[config.mk]
export PLATFORM = sky130hd
export DESIGN_NAME = fetch_pc_unit
export DESIGN_NICKNAME = d
export VERILOG_FILES = /design/src/rtl/pcf_pkg.sv /design/src/rtl/pcf_next_sel.sv /design/src/rtl/pcf_pc_reg.sv /design/src/rtl/pcf_slot_reg.sv /design/src/rtl/fetch_pc_unit.sv
export SDC_FILE = /design/constraint.sdc
export NUM_CORES = 1
export LEC_CHECK = 0
export ABC_CLOCK_PERIOD_IN_PS = 2900
export CAP_MARGIN = 20
export CORE_MARGIN = 2
export CORE_UTILIZATION = 45
export CTS_CLUSTER_DIAMETER = 80
export DETAILED_ROUTE_END_ITERATION = 10
export GPL_TIMING_DRIVEN = 0
export PLACE_DENSITY = 0.85
export SYNTH_ARGS = -nofsm -noshare
export SYNTH_HDL_FRONTEND = slang
export SYNTH_HIERARCHICAL = 1
export SYNTH_SLANG_ARGS = --single-unit
[constraint.sdc]
create_clock -name clk -period 2.9 [get_ports clk]
set_input_delay 0.725 -clock clk [delete_from_list [all_inputs] [get_ports clk]]
set_output_delay 0.725 -clock clk [all_outputs]
set_load 0.03 [all_outputs]
[src/rtl/pcf_pkg.sv]
package pcf_pkg;

    localparam int XLEN       = 32;
    localparam int ILEN       = 32;
    localparam int INSTR_BYTES = ILEN / 8;
    localparam int ALIGN_BITS = $clog2(INSTR_BYTES);

    localparam logic [ILEN-1:0] NOP_WORD = 32'h0000_0013;

    typedef enum logic [1:0] {
        PC_BOOT  = 2'd0,
        PC_JUMP  = 2'd1,
        PC_KEEP  = 2'd2,
        PC_STEP  = 2'd3
    } pc_sel_e;

    typedef enum logic [1:0] {
        SLOT_BUBBLE = 2'd0,
        SLOT_LOAD   = 2'd1,
        SLOT_KEEP   = 2'd2
    } slot_act_e;

    typedef struct packed {
        logic [XLEN-1:0] pc;
        logic [ILEN-1:0] instr;
        logic            valid;
    } fd_slot_t;

    function automatic logic [XLEN-1:0] align_pc(input logic [XLEN-1:0] a);
        return {a[XLEN-1:ALIGN_BITS], {ALIGN_BITS{1'b0}}};
    endfunction

endpackage

[src/rtl/pcf_next_sel.sv]
module pcf_next_sel
    import pcf_pkg::*;
(
    input  logic      booted_i,
    input  logic      redirect_i,
    input  logic      stall_i,
    output pc_sel_e   pc_sel_o,
    output slot_act_e slot_act_o
);

    // Priority: boot cycle, then redirect, then stall, then sequential.
    always_comb begin
        if (!booted_i) begin
            pc_sel_o   = PC_BOOT;
            slot_act_o = SLOT_BUBBLE;
        end else if (redirect_i) begin
            pc_sel_o   = PC_JUMP;
            slot_act_o = SLOT_BUBBLE;
        end else if (stall_i) begin
            pc_sel_o   = PC_KEEP;
            slot_act_o = SLOT_KEEP;
        end else begin
            pc_sel_o   = PC_STEP;
            slot_act_o = SLOT_LOAD;
        end
    end

endmodule

[src/rtl/pcf_pc_reg.sv]
module pcf_pc_reg
    import pcf_pkg::*;
#(
    parameter logic [XLEN-1:0] BOOT_ADDR = 32'h0000_1000
) (
    input  logic            clk,
    input  logic            rst,
    input  pc_sel_e         pc_sel_i,
    input  logic [XLEN-1:0] target_i,
    output logic [XLEN-1:0] pc_o,
    output logic            booted_o
);

    localparam logic [XLEN-1:0] STEP = XLEN'(INSTR_BYTES);

    logic [XLEN-1:0] pc_q;
    logic            booted_q;

    always_ff @(posedge clk) begin
        if (rst) begin
            pc_q     <= '0;
            booted_q <= 1'b0;
        end else begin
            booted_q <= 1'b1;
            unique case (pc_sel_i)
                PC_BOOT: pc_q <= align_pc(BOOT_ADDR);
                PC_JUMP: pc_q <= align_pc(target_i);
                PC_KEEP: pc_q <= pc_q;
                PC_STEP: pc_q <= pc_q + STEP;
                default: pc_q <= pc_q;
            endcase
        end
    end

    assign pc_o     = pc_q;
    assign booted_o = booted_q;

    // the cycle after release loads the boot address
    a_r2_boot_load: assert property (@(posedge clk) disable iff (rst)
        (!booted_q) |=> (pc_q == align_pc(BOOT_ADDR)));

    // sequential step of one instruction
    a_r3_step: assert property (@(posedge clk) disable iff (rst)
        (booted_q && pc_sel_i == PC_STEP) |=> (pc_q == $past(pc_q) + STEP));

    // PC stays instruction aligned
    a_r8_aligned: assert property (@(posedge clk) disable iff (rst)
        pc_q[ALIGN_BITS-1:0] == '0);

endmodule

[src/rtl/pcf_slot_reg.sv]
module pcf_slot_reg
    import pcf_pkg::*;
(
    input  logic            clk,
    input  logic            rst,
    input  slot_act_e       act_i,
    input  logic [XLEN-1:0] pc_i,
    input  logic [ILEN-1:0] instr_i,
    output fd_slot_t        slot_o
);

    fd_slot_t slot_q;

    always_ff @(posedge clk) begin
        if (rst) begin
            slot_q <= '{pc: '0, instr: NOP_WORD, valid: 1'b0};
        end else begin
            unique case (act_i)
                SLOT_BUBBLE: slot_q <= '{pc: pc_i, instr: NOP_WORD, valid: 1'b0};
                SLOT_LOAD:   slot_q <= '{pc: pc_i, instr: instr_i, valid: 1'b1};
                SLOT_KEEP:   slot_q <= slot_q;
                default:     slot_q <= slot_q;
            endcase
        end
    end

    assign slot_o = slot_q;

    // a bubble always carries the NOP word
    a_r5_bubble_nop: assert property (@(posedge clk) disable iff (rst)
        (!slot_q.valid) |-> (slot_q.instr == NOP_WORD));

endmodule

[src/rtl/fetch_pc_unit.sv]
module fetch_pc_unit
    import pcf_pkg::*;
#(
    parameter logic [31:0] BOOT_ADDR = 32'h0000_1000
) (
    input  logic        clk,
    input  logic        rst,
    input  logic        redirect_i,
    input  logic [31:0] redirect_target_i,
    input  logic        stall_i,
    output logic [31:0] imem_addr_o,
    input  logic [31:0] imem_data_i,
    output logic [31:0] fetch_pc_o,
    output logic [31:0] ifid_pc_o,
    output logic [31:0] ifid_instr_o,
    output logic        ifid_valid_o
);

    pc_sel_e         pc_sel;
    slot_act_e       slot_act;
    logic            booted;
    logic [XLEN-1:0] pc;
    fd_slot_t        slot;

    pcf_next_sel u_sel (
        .booted_i   (booted),
        .redirect_i (redirect_i),
        .stall_i    (stall_i),
        .pc_sel_o   (pc_sel),
        .slot_act_o (slot_act)
    );

    pcf_pc_reg #(.BOOT_ADDR(BOOT_ADDR)) u_pc (
        .clk      (clk),
        .rst      (rst),
        .pc_sel_i (pc_sel),
        .target_i (redirect_target_i),
        .pc_o     (pc),
        .booted_o (booted)
    );

    pcf_slot_reg u_slot (
        .clk     (clk),
        .rst     (rst),
        .act_i   (slot_act),
        .pc_i    (pc),
        .instr_i (imem_data_i),
        .slot_o  (slot)
    );

    assign imem_addr_o  = pc;
    assign fetch_pc_o   = pc;
    assign ifid_pc_o    = slot.pc;
    assign ifid_instr_o = slot.instr;
    assign ifid_valid_o = slot.valid;

    // a redirect after boot loads the aligned target, stall or not
    a_r4_redirect_target: assert property (@(posedge clk) disable iff (rst)
        (booted && redirect_i) |=> (fetch_pc_o == align_pc($past(redirect_target_i))));

    // the word fetched alongside a redirect is squashed
    a_r5_flush_slot: assert property (@(posedge clk) disable iff (rst)
        (booted && redirect_i) |=> !ifid_valid_o);

    // stall without redirect freezes PC and the fetch/decode slot
    a_r6_stall_hold: assert property (@(posedge clk) disable iff (rst)
        (booted && stall_i && !redirect_i) |=>
            ($stable(fetch_pc_o) && $stable(ifid_instr_o) && $stable(ifid_valid_o)));

endmodule

==> metrics.csv, run 1 <==
stage;metric;value;unit
status;run status;finished clean;
sta;worst clock skew;0.0110;ns
critical_path;WP buf/inv;4;
synth;Synth Area in Simple Gates;0.230;
synth;cell taking the most area after synthesis;dfxtp_1;
sta;Slew HR;0.617;
drt;DR iter-0 viols;120;
critical_path;crit-path max FO;10;
synth;Post-synth EDFFs;0;
critical_path;r2r setup slk;0.75;ns
pwr;leak pwr;2.35;nW
sta;actual slew at the worst max-slew pin;0.574;ns
floorplanning;Die X;103;µm
drt;drt first pass iters;4;
pwr;maximum VDD drop;0.315;mV
critical_path;critical path type;in2reg;
synth;Synth Area in XOR/XNOR;0.0555;
synth;area share of the largest cell type after synthesis;0.435;
drt;DRC viols;0;
cts;CTS sink count;96;
synth;post-synthesis mux area share;0.0795;
drt;Detailed Route WL;12600;µm
cts;root buf cell;clkbuf_8;
global_route;GRT Overall Usage;0.234;
synth;Synth Area in Adders;0.00283;
placement;RD Place Congestion;0.806;
critical_path;max incr delay on CP;0.52;ns
critical_path;Worst Setup SP;redirect_i;
min_path;Hold Crit Depth;2;
placement;placed cell count;815;
pwr;PD cells;421;nW/µm²
critical_path;Required @ worst endpoint;3.14;ns
sta;Highest Clock Rate;388;MHz
finish;nets;762;
cts;clk_lat worst skew;0.36;ns
global_route;Overflow after GRT;0;
global_route;first-pass GRT wire length;19500;µm
synth;ys flop type;dfxtp_1;
sta;final slew viol count;0;
sta;Period minus WS final;2.58;ns
floorplanning;Die Area;10600;µm²
cts;CTS tree;yes;
min_path;Worst Hold End;u_slot/slot_o[30];
synth;Mapped Cells;491;
critical_path;worst r2r src;u_pc/pc_o[5];
synth;Synthesis Warnings;6;
sta;setup TNS;0;ns
cts;cts bufs inserted;9;
synth;Async SR Flop Fraction;0;
synth;register area share after synthesis;0.435;
global_route;initial antenna violation count;0;
cts;htree depth;3;
floorplanning;initial core utilization;0.459;
drt;Routed WL per cell;15.2;µm
critical_path;Crit path max-delay family;buffers and inverters;
min_path;Hold Crit Start;u_slot/slot_o[30];
critical_path;crit end category;flip-flop;
synth;post-synth cell types;43;
pwr;sequential power share;0.500;
pwr;Switch Pwr;0.755;mW
finish;Final Instance Count excl. Fillers;831;
synth;top post-synthesis cells by area;dfxtp_1 (43%), mux2i_1 (7.7%), buf_4 (6.3%);
drt;via/cell ratio;5.00;
critical_path;Slowest-stage cell, CP;clkdlybuf4s50_1;
cts;Hold Buf Count CTS;0;
finish;Reg area;1920;µm²
critical_path;WP data arrival;2.82;ns
drt;Antenna Nets Post-Route;0;
critical_path;Startpoint Class;input pin;
finish;Area Growth Syn to Fin;51.4;%
finish;multi-input logic area;2000;µm²
synth;most common cell in the netlist;dfxtp_1;
sta;# setup viols final;0;
sta;period utilisation layout;0.889;
global_route;vias in the first global route;4094;
synth;Synth Register Bits;96;
finish;share of cells above drive strength 1;0.109;
finish;# diodes;0;
floorplanning;Top Ports;197;
finish;Fillers;794;
min_path;worst hold path type;reg2reg;
cts;CTS max path bufs;2;
synth;complex-gate fraction of the synthesized area;0.0818;
sta;Final Hold Vio Count;0;
synth;commonest cells in the netlist;dfxtp_1 (96), nand2_1 (62), nor2_1 (47), buf_4 (37);
sta;RSZ-0062 raised after global routing;no;
global_route;largest net degree at the start of global routing;15;
floorplanning;Placeable Area;9640;µm²
critical_path;FF-to-FF End;u_pc/pc_o[23];
floorplanning;Std-Cell Rows;36;
pwr;Pint;2.06;mW
placement;IO buf count;190;
finish;Util after Layout;0.695;
pwr;Net Sw Frac;0.268;
synth;Cell Area, Synth;4420;µm²
critical_path;crit-path cells;clkdlybuf4s50_1 -> inv_1 -> a21boi_1 -> buf_2 -> nand2_1 -> clkbuf_1 -> nor4_1 -> xnor2_1 -> o21ai_1;
synth;mean post-synth cell area;9.01;µm²
drt;total number of vias;4151;
cts;clk slew on worst S/H paths;0.09;ns
pwr;combinational group share of total power;0.183;
synth;main combinational cell family by area after synthesis;simple AND/OR/NAND/NOR gates;
floorplanning;Die Y;103;µm
placement;post-detail-place hpwl;9560;µm
critical_path;Worst Reg-to-Reg Cells;6;
run;Max-Cap Viols;0;
pwr;clock network power share;0.318;
==> per-stage QoR <==
step                instance area, µm²  setup slack [ns]  hold slack (ns)  power (mW)
floorplan                         4430             0.735            0.576        1.71
global placement                  6490            -0.101            0.438        1.94
detailed placement                6490            -0.169            0.443        1.95
CTS                               6690             0.225            0.454        2.84
global route                      6700             0.114            0.473        2.93
finish                            6700             0.322            0.454        2.82
==> worst max path at each step <==
stage	end	slack, ns	cells after the start
after floorplan	u_pc/pc_o[20]	0.74	8
after global placement	u_pc/pc_o[25]	-0.10	9
after detailed placement	u_pc/pc_o[26]	-0.17	9
after CTS	u_pc/pc_o[26]	0.23	9
after global routing	u_pc/pc_o[20]	0.11	9
final	u_pc/pc_o[28]	0.32	9
==> state kept, by name (all words and copies together) (netlist names) <==
signal and count:
u_slot/slot_o 65, u_pc/pc_o 30, u_pc/booted_o 1
==> per-layer routing <==
layer | share of wire | wire length (µm) | up-vias | track usage
li1 | - | - | 2034 | -
met1 | 0.41 | 5120 | 1939 | 0.268
met2 | 0.49 | 6210 | 162 | 0.420
met3 | 0.086 | 1090 | 16 | 0.0583
met4 | 0.016 | 197 | 0 | 0.0840
met5 | 0 | 0 | - | 0
==> worst min-delay path: cells and delay by family, from the launching register on <==
kind / cells / cell delay, ns
flip-flops: 1 / 0.32
AND/OR/NAND/NOR: 1 / 0.05
AO/OA/AOI/OAI: 1 / 0.05
==> cell usage in the layout (no fill, tap or decap), types with 8 or more instances in the layout <==
cell type / instances
o21ai_1: 13
clkbuf_8: 11
dfxtp_1: 96
nand3b_1: 29
mux2i_1: 34
inv_1: 8
clkbuf_1: 18
nand3_1: 8
a21oi_1: 34
xnor2_1: 26
nand2_1: 62
buf_4: 37
clkdlybuf4s50_1: 190
nor2_1: 47
==> cell families after synthesis <==
logic type      count (synthesis)
other cells                     1
buf+inv                        75
xor+xnor                       28
mux                            35
fa+ha+maj                       1
flops                          96
simple gates                  190
compound gates                 65
==> power by group through the flow <==
stage                     Clock [mW]  Combinational (mW)  Sequential, mW
after global placement             0               0.508            1.44
after global routing           0.969               0.547            1.41
final                          0.895               0.515            1.41
after detailed placement           0               0.512            1.44
after CTS                      0.920               0.516            1.41
after floorplan                    0               0.203            1.50
==> area by class of cell <==
class / instances / area share
clock inverter: 3 / 0.00598
timing repair buffer: 190 / 0.284
clock buffer: 13 / 0.0237
sequential: 96 / 0.287
multi-input combinational: 321 / 0.298
tap: 133 / 0.0249
buffer: 67 / 0.0714
inverter: 8 / 0.00449
==> repair_timing <==
item,in CTS,in global routing
buffers inserted,0,0
setup endpoints to repair,0,14
resized for setup,0,1
(Power assumes the default switching activity.)
==> run 2: changes to the inputs <==
--- a/config.mk
+++ b/config.mk
@@ -5,14 +5,15 @@
 export SDC_FILE = /design/constraint.sdc
 export NUM_CORES = 1
 export LEC_CHECK = 0
+export ABC_AREA = 0
 export ABC_CLOCK_PERIOD_IN_PS = 2900
 export CAP_MARGIN = 20
 export CORE_MARGIN = 2
-export CORE_UTILIZATION = 45
+export CORE_UTILIZATION = 35
 export CTS_CLUSTER_DIAMETER = 80
 export DETAILED_ROUTE_END_ITERATION = 10
 export GPL_TIMING_DRIVEN = 0
-export PLACE_DENSITY = 0.85
+export PLACE_DENSITY = 0.69
 export SYNTH_ARGS = -nofsm -noshare
 export SYNTH_HDL_FRONTEND = slang
 export SYNTH_HIERARCHICAL = 1
==> run 2 against run 1 <==
Compared with the run above: register-to-register slack better by 0.04 ns; final area up 2.6%; critical path type unchanged; highest routed layer unchanged; sequential power barely moved; flip-flop and latch count unchanged; sequential share of layout area down 0.72 points; global-route usage decreased by 4.3 points; critical path depth stayed put; clock power rose by 45%; final cell count increased by 4.6%.
==> metrics.csv, run 2 (same netlist as run 1, synthesis figures left out) <==
stage;metric;value;unit
status;run status;finished clean;
drt;DRC viols;0;
cts;CTS tree;yes;
cts;clk_lat worst skew;0.34;ns
finish;Area Growth Syn to Fin;55.3;%
min_path;worst hold path type;reg2reg;
sta;final slew viol count;0;
critical_path;critical path type;in2reg;
sta;PnR worst setup slack;0.229;ns
sta;Period minus WS final;2.67;ns
floorplanning;Std-Cell Rows;41;
pwr;PD cells;469;nW/µm²
sta;period utilisation layout;0.921;
drt;Routed WL per cell;14.9;µm
floorplanning;Top Ports;197;
finish;share of cells above drive strength 1;0.110;
sta;worst clock skew;0.00398;ns
floorplanning;Placeable Area;12500;µm²
finish;most frequent cells in the layout;clkdlybuf4s50_1 (190), dfxtp_1 (96), nand2_1 (62);
placement;RD Place Congestion;0.808;
critical_path;Startpoint Class;input pin;
critical_path;worst r2r src;u_pc/pc_o[4];
finish;commonest non-fill, non-tap cell in the layout;clkdlybuf4s50_1;
finish;number of flip-flops under the largest register name;65;
drt;via/cell ratio;4.67;
critical_path;Required @ worst endpoint;3.11;ns
critical_path;WP data arrival;2.88;ns
floorplanning;Die Y;116;µm
sta;Slew HR;0.604;
global_route;first-pass GRT wire length;20200;µm
cts;htree depth;3;
pwr;leak pwr;2.40;nW
run;Max-Cap Viols;0;
cts;CTS sink count;96;
sta;# setup viols final;0;
global_route;Overflow after GRT;0;
floorplanning;Die Area;13500;µm²
global_route;largest net degree at the start of global routing;15;
drt;DR iter-0 viols;291;
drt;Detailed Route WL;12900;µm
sta;RSZ-0062 raised after global routing;no;
floorplanning;initial core utilization;0.355;
finish;Util after Layout;0.551;
global_route;GRT Overall Usage;0.191;
cts;CTS max path bufs;2;
critical_path;Worst Setup EP;u_pc/pc_o[20];
sta;Highest Clock Rate;374;MHz
drt;Antenna Nets Post-Route;0;
critical_path;FF-to-FF End;u_pc/pc_o[26];
drt;drt first pass iters;5;
cts;root buf cell;clkbuf_16;
cts;clk slew on worst S/H paths;0.07;ns
drt;total number of vias;4057;
sta;actual slew at the worst max-slew pin;0.594;ns
finish;# diodes;0;
global_route;vias in the first global route;4042;
cts;cts bufs inserted;9;
critical_path;crit-path max FO;10;
critical_path;crit end category;flip-flop;
critical_path;Worst Setup SP;redirect_i;
global_route;initial antenna violation count;0;
pwr;maximum VDD drop;0.225;mV
placement;Setup Slack @ Placement;-0.282;ns
placement;IO buf count;190;
sta;Final Hold Vio Count;0;
floorplanning;Die X;116;µm
critical_path;Worst Reg-to-Reg Cells;6;
critical_path;r2r setup slk;0.79;ns
placement;post-detail-place hpwl;9610;µm
finish;nets;762;
## run 2: cell count changes in the layout (fill, tap and decap cells not counted), sizes merged
cell,change
bufinv,+1
clkbuf,-1
clkinv,-1
## run 2: timing repair
action,CTS,global route
setup endpoints to repair,0,20
hold buffers,0,0
setup buffers,0,0
gates resized for setup,0,3
## run 2: per-layer routing
metal / GRT usage / part of all wire / wire (µm)
met1: 0.244 / 0.45 / 5840
met2: 0.312 / 0.45 / 5880
met3: 0.0524 / 0.082 / 1060
met4: 0.0675 / 0.013 / 165
met5: 0 / 0 / 0
## run 2: stage by stage
step / hold WS, ns / TNS (ns) / cells / instance area, µm² / power [mW]
after floorplan: 0.576 / 0 / 492 / 4430 / 1.71
after global placement: 0.440 / -2.98 / 854 / 6540 / 1.95
after CTS: 0.452 / 0 / 869 / 6860 / 3.26
after global routing: 0.475 / 0 / 869 / 6870 / 3.35
after detailed placement: 0.445 / -4.37 / 854 / 6540 / 1.95
final: 0.453 / 0 / 869 / 6870 / 3.22
## run 2: worst min path at each step
| stage | start | to | cells past startpoint |
|---|---|---|---|
| final | u_slot/slot_o[7] | u_slot/slot_o[7] | 2 |
| after global routing | u_slot/slot_o[28] | u_slot/slot_o[28] | 2 |
| after CTS | u_slot/slot_o[26] | u_slot/slot_o[26] | 2 |
| after detailed placement | u_slot/slot_o[26] | u_slot/slot_o[26] | 2 |
| after global placement | u_slot/slot_o[26] | u_slot/slot_o[26] | 2 |
| after floorplan | u_slot/slot_o[32] | u_slot/slot_o[32] | 2 |
## run 2: worst max-delay path, stage by stage
cell	delay, ns
clkdlybuf4s50_1	0.52
inv_1	0.05
a21boi_1	0.19
buf_2	0.25
nand2_1	0.11
or3_1	0.40
nor4_1	0.39
xnor2_1	0.16
o21ai_0	0.08
## run 2: final cells by class
cell class / instances / area, µm²
plain buffers: 67 / 479
clock buffers: 12 / 256
clock inverters: 3 / 65.1
fillers: 1108 / 5600
inverters: 8 / 30.0
multi-input cells: 321 / 2000
flip-flops and latches: 96 / 1920
well taps: 172 / 215
repair buffers: 190 / 1900
## run 2: where the power goes
group          internal, mW  leakage (nW)  total [mW]  switching, mW
Clock                 0.797         0.159        1.30          0.499
Combinational         0.259          1.46       0.516          0.257
Sequential             1.36         0.781        1.41         0.0491
==> run 3: changes to the inputs <==
--- a/config.mk
+++ b/config.mk
@@ -8,6 +8,7 @@
 export ABC_AREA = 0
 export ABC_CLOCK_PERIOD_IN_PS = 2900
 export CAP_MARGIN = 20
+export CORE_ASPECT_RATIO = 0.5
 export CORE_MARGIN = 2
 export CORE_UTILIZATION = 35
 export CTS_CLUSTER_DIAMETER = 80
==> run 3 against run 2 <==
Compared with the run above: global-route usage shrank 0.91 points; combinational power is essentially flat; first-iteration DRC count is 37% lower; largest cell class unchanged; worst hold slack got worse by 0.0025 ns; critical endpoint is now u_pc/pc_o[28]; clock skew up 0.0052 ns; clock power fell by 12%.
==> metrics.csv, run 3 (same netlist as run 1, synthesis figures left out) <==
stage;metric;value;unit
status;run status;finished clean;
finish;share of cells above drive strength 1;0.112;
critical_path;Worst Setup SP;redirect_i;
cts;clk slew on worst S/H paths;0.07;ns
floorplanning;initial core utilization;0.367;
sta;# setup viols final;0;
pwr;leak pwr;2.38;nW
drt;via/cell ratio;4.66;
finish;most frequent cells in the layout;clkdlybuf4s50_1 (190), dfxtp_1 (96), nand2_1 (62);
floorplanning;Die Area;13600;µm²
drt;drt first pass iters;6;
floorplanning;Placeable Area;12100;µm²
placement;RD Place Congestion;0.784;
cts;post-CTS repair timing setup buffer count;0;
finish;Fillers;1134;
placement;post-detail-place hpwl;9490;µm
pwr;Tot Pwr;3.06;mW
drt;DR iter-0 viols;184;
critical_path;critical path type;in2reg;
critical_path;Worst Setup EP;u_pc/pc_o[28];
min_path;worst hold path type;reg2reg;
cts;CTS sink count;96;
floorplanning;Die Y;83.5;µm
cts;CTS max path bufs;2;
drt;DRC viols;0;
finish;# diodes;0;
cts;htree depth;3;
cts;CTS tree;yes;
cts;Hold Buf Count CTS;0;
global_route;initial antenna violation count;0;
global_route;GRT Overall Usage;0.182;
sta;period utilisation layout;0.909;
placement;Placed Area;6530;µm²
drt;total number of vias;4020;
global_route;first-pass GRT wire length;19900;µm
run;Max-Cap Viols;0;
finish;design area;6820;µm²
sta;Slew HR;0.603;
floorplanning;Die X;163;µm
critical_path;WP data arrival;2.84;ns
finish;number of flip-flops under the largest register name;65;
critical_path;FF-to-FF End;u_pc/pc_o[28];
finish;nets;762;
critical_path;Required @ worst endpoint;3.11;ns
global_route;largest net degree at the start of global routing;19;
sta;WHS;0.450;ns
cts;cts bufs inserted;9;
critical_path;crit-path max FO;10;
critical_path;Startpoint Class;input pin;
critical_path;Worst Reg-to-Reg Cells;6;
pwr;maximum VDD drop;0.248;mV
critical_path;r2r setup slk;0.77;ns
pwr;PD cells;449;nW/µm²
sta;RSZ-0062 raised after global routing;no;
global_route;Overflow after GRT;0;
drt;Routed WL per cell;14.5;µm
sta;Final Hold Vio Count;0;
sta;Period minus WS final;2.63;ns
global_route;vias in the first global route;3744;
floorplanning;Std-Cell Rows;28;
cts;clk_lat worst skew;0.35;ns
drt;Antenna Nets Post-Route;0;
finish;Area Growth Syn to Fin;54.3;%
critical_path;worst r2r src;u_pc/pc_o[5];
drt;Detailed Route WL;12500;µm
placement;IO buf count;190;
finish;commonest non-fill, non-tap cell in the layout;clkdlybuf4s50_1;
sta;worst clock skew;0.00921;ns
sta;final slew viol count;0;
sta;Highest Clock Rate;380;MHz
floorplanning;Top Ports;197;
critical_path;crit end category;flip-flop;
sta;actual slew at the worst max-slew pin;0.595;ns
cts;root buf cell;clkbuf_16;
run 3: cell count changes in the layout (fill, tap and decap cells not counted), sizes merged:
cell,before,now
clkbuf,28,25
bufinv,2,0
clkinv,1,2
clkinvlp,0,1
inv,8,12
run 3: stage by stage:
stage | utilization | cells | setup slack (ns) | setup TNS, ns
2_1_floorplan | - | 492 | 0.735 | 0
3_3_place_gp | 0.542 | 847 | -0.133 | -2.29
3_5_place_dp | 0.542 | 847 | -0.151 | -2.64
4_1_cts | 0.566 | 863 | 0.202 | 0
5_1_grt | 0.566 | 863 | 0.103 | 0
6_report | 0.566 | 863 | 0.265 | 0
run 3: where the power goes:
| group | switching [mW] | leakage (nW) | internal [mW] |
|---|---|---|---|
| combinational | 0.256 | 1.46 | 0.259 |
| clock | 0.543 | 0.139 | 0.600 |
| sequential | 0.0476 | 0.781 | 1.36 |
| total | 0.847 | 2.38 | 2.22 |
run 3: cell type report:
class                           count  area [µm²]  share of cell area
Multi-Input combinational cell    321        2000               0.293
Sequential cell                    96        1920               0.282
Timing Repair Buffer              190        1900               0.279
Buffer                             67         478              0.0700
Clock buffer                        9         225              0.0330
Tap cell                          165         206              0.0303
Clock inverter                      7        62.6             0.00917
Inverter                            8        30.0             0.00440
run 3: routing by layer:
layer	share of wire	global-route usage	wire, µm	up-vias
met5	0	0	0	-
met2	0.48	0.298	6030	92
met4	0.0086	0.0418	108	0
met1	0.47	0.247	5860	1890
li1	-	-	-	2029
met3	0.044	0.0358	549	9
run 3: worst max-delay path, stage by stage:
cell	delay (ns)
clkdlybuf4s50_1	0.52
inv_1	0.06
a21boi_1	0.19
buf_2	0.24
nand2_1	0.11
clkbuf_1	0.29
nor4_1	0.47
xnor2_1	0.17
o21ai_1	0.07
run 3: worst min path at each step:
stage | slack, ns | cells past startpoint | to | startpoint
6_report | 0.45 | 2 | u_slot/slot_o[27] | u_slot/slot_o[27]
4_1_cts | 0.45 | 2 | u_slot/slot_o[23] | u_slot/slot_o[23]
5_1_grt | 0.47 | 2 | u_slot/slot_o[18] | u_slot/slot_o[18]
2_1_floorplan | 0.58 | 2 | u_slot/slot_o[32] | u_slot/slot_o[32]
3_5_place_dp | 0.44 | 2 | u_slot/slot_o[23] | u_slot/slot_o[23]
3_3_place_gp | 0.44 | 2 | u_slot/slot_o[20] | u_slot/slot_o[20]
run 3: timing repair:
item,4_1_cts,5_1_grt
setup endpoints to repair,0,14
endpoints found under the hold margin,0,0
gates resized for setup,0,1
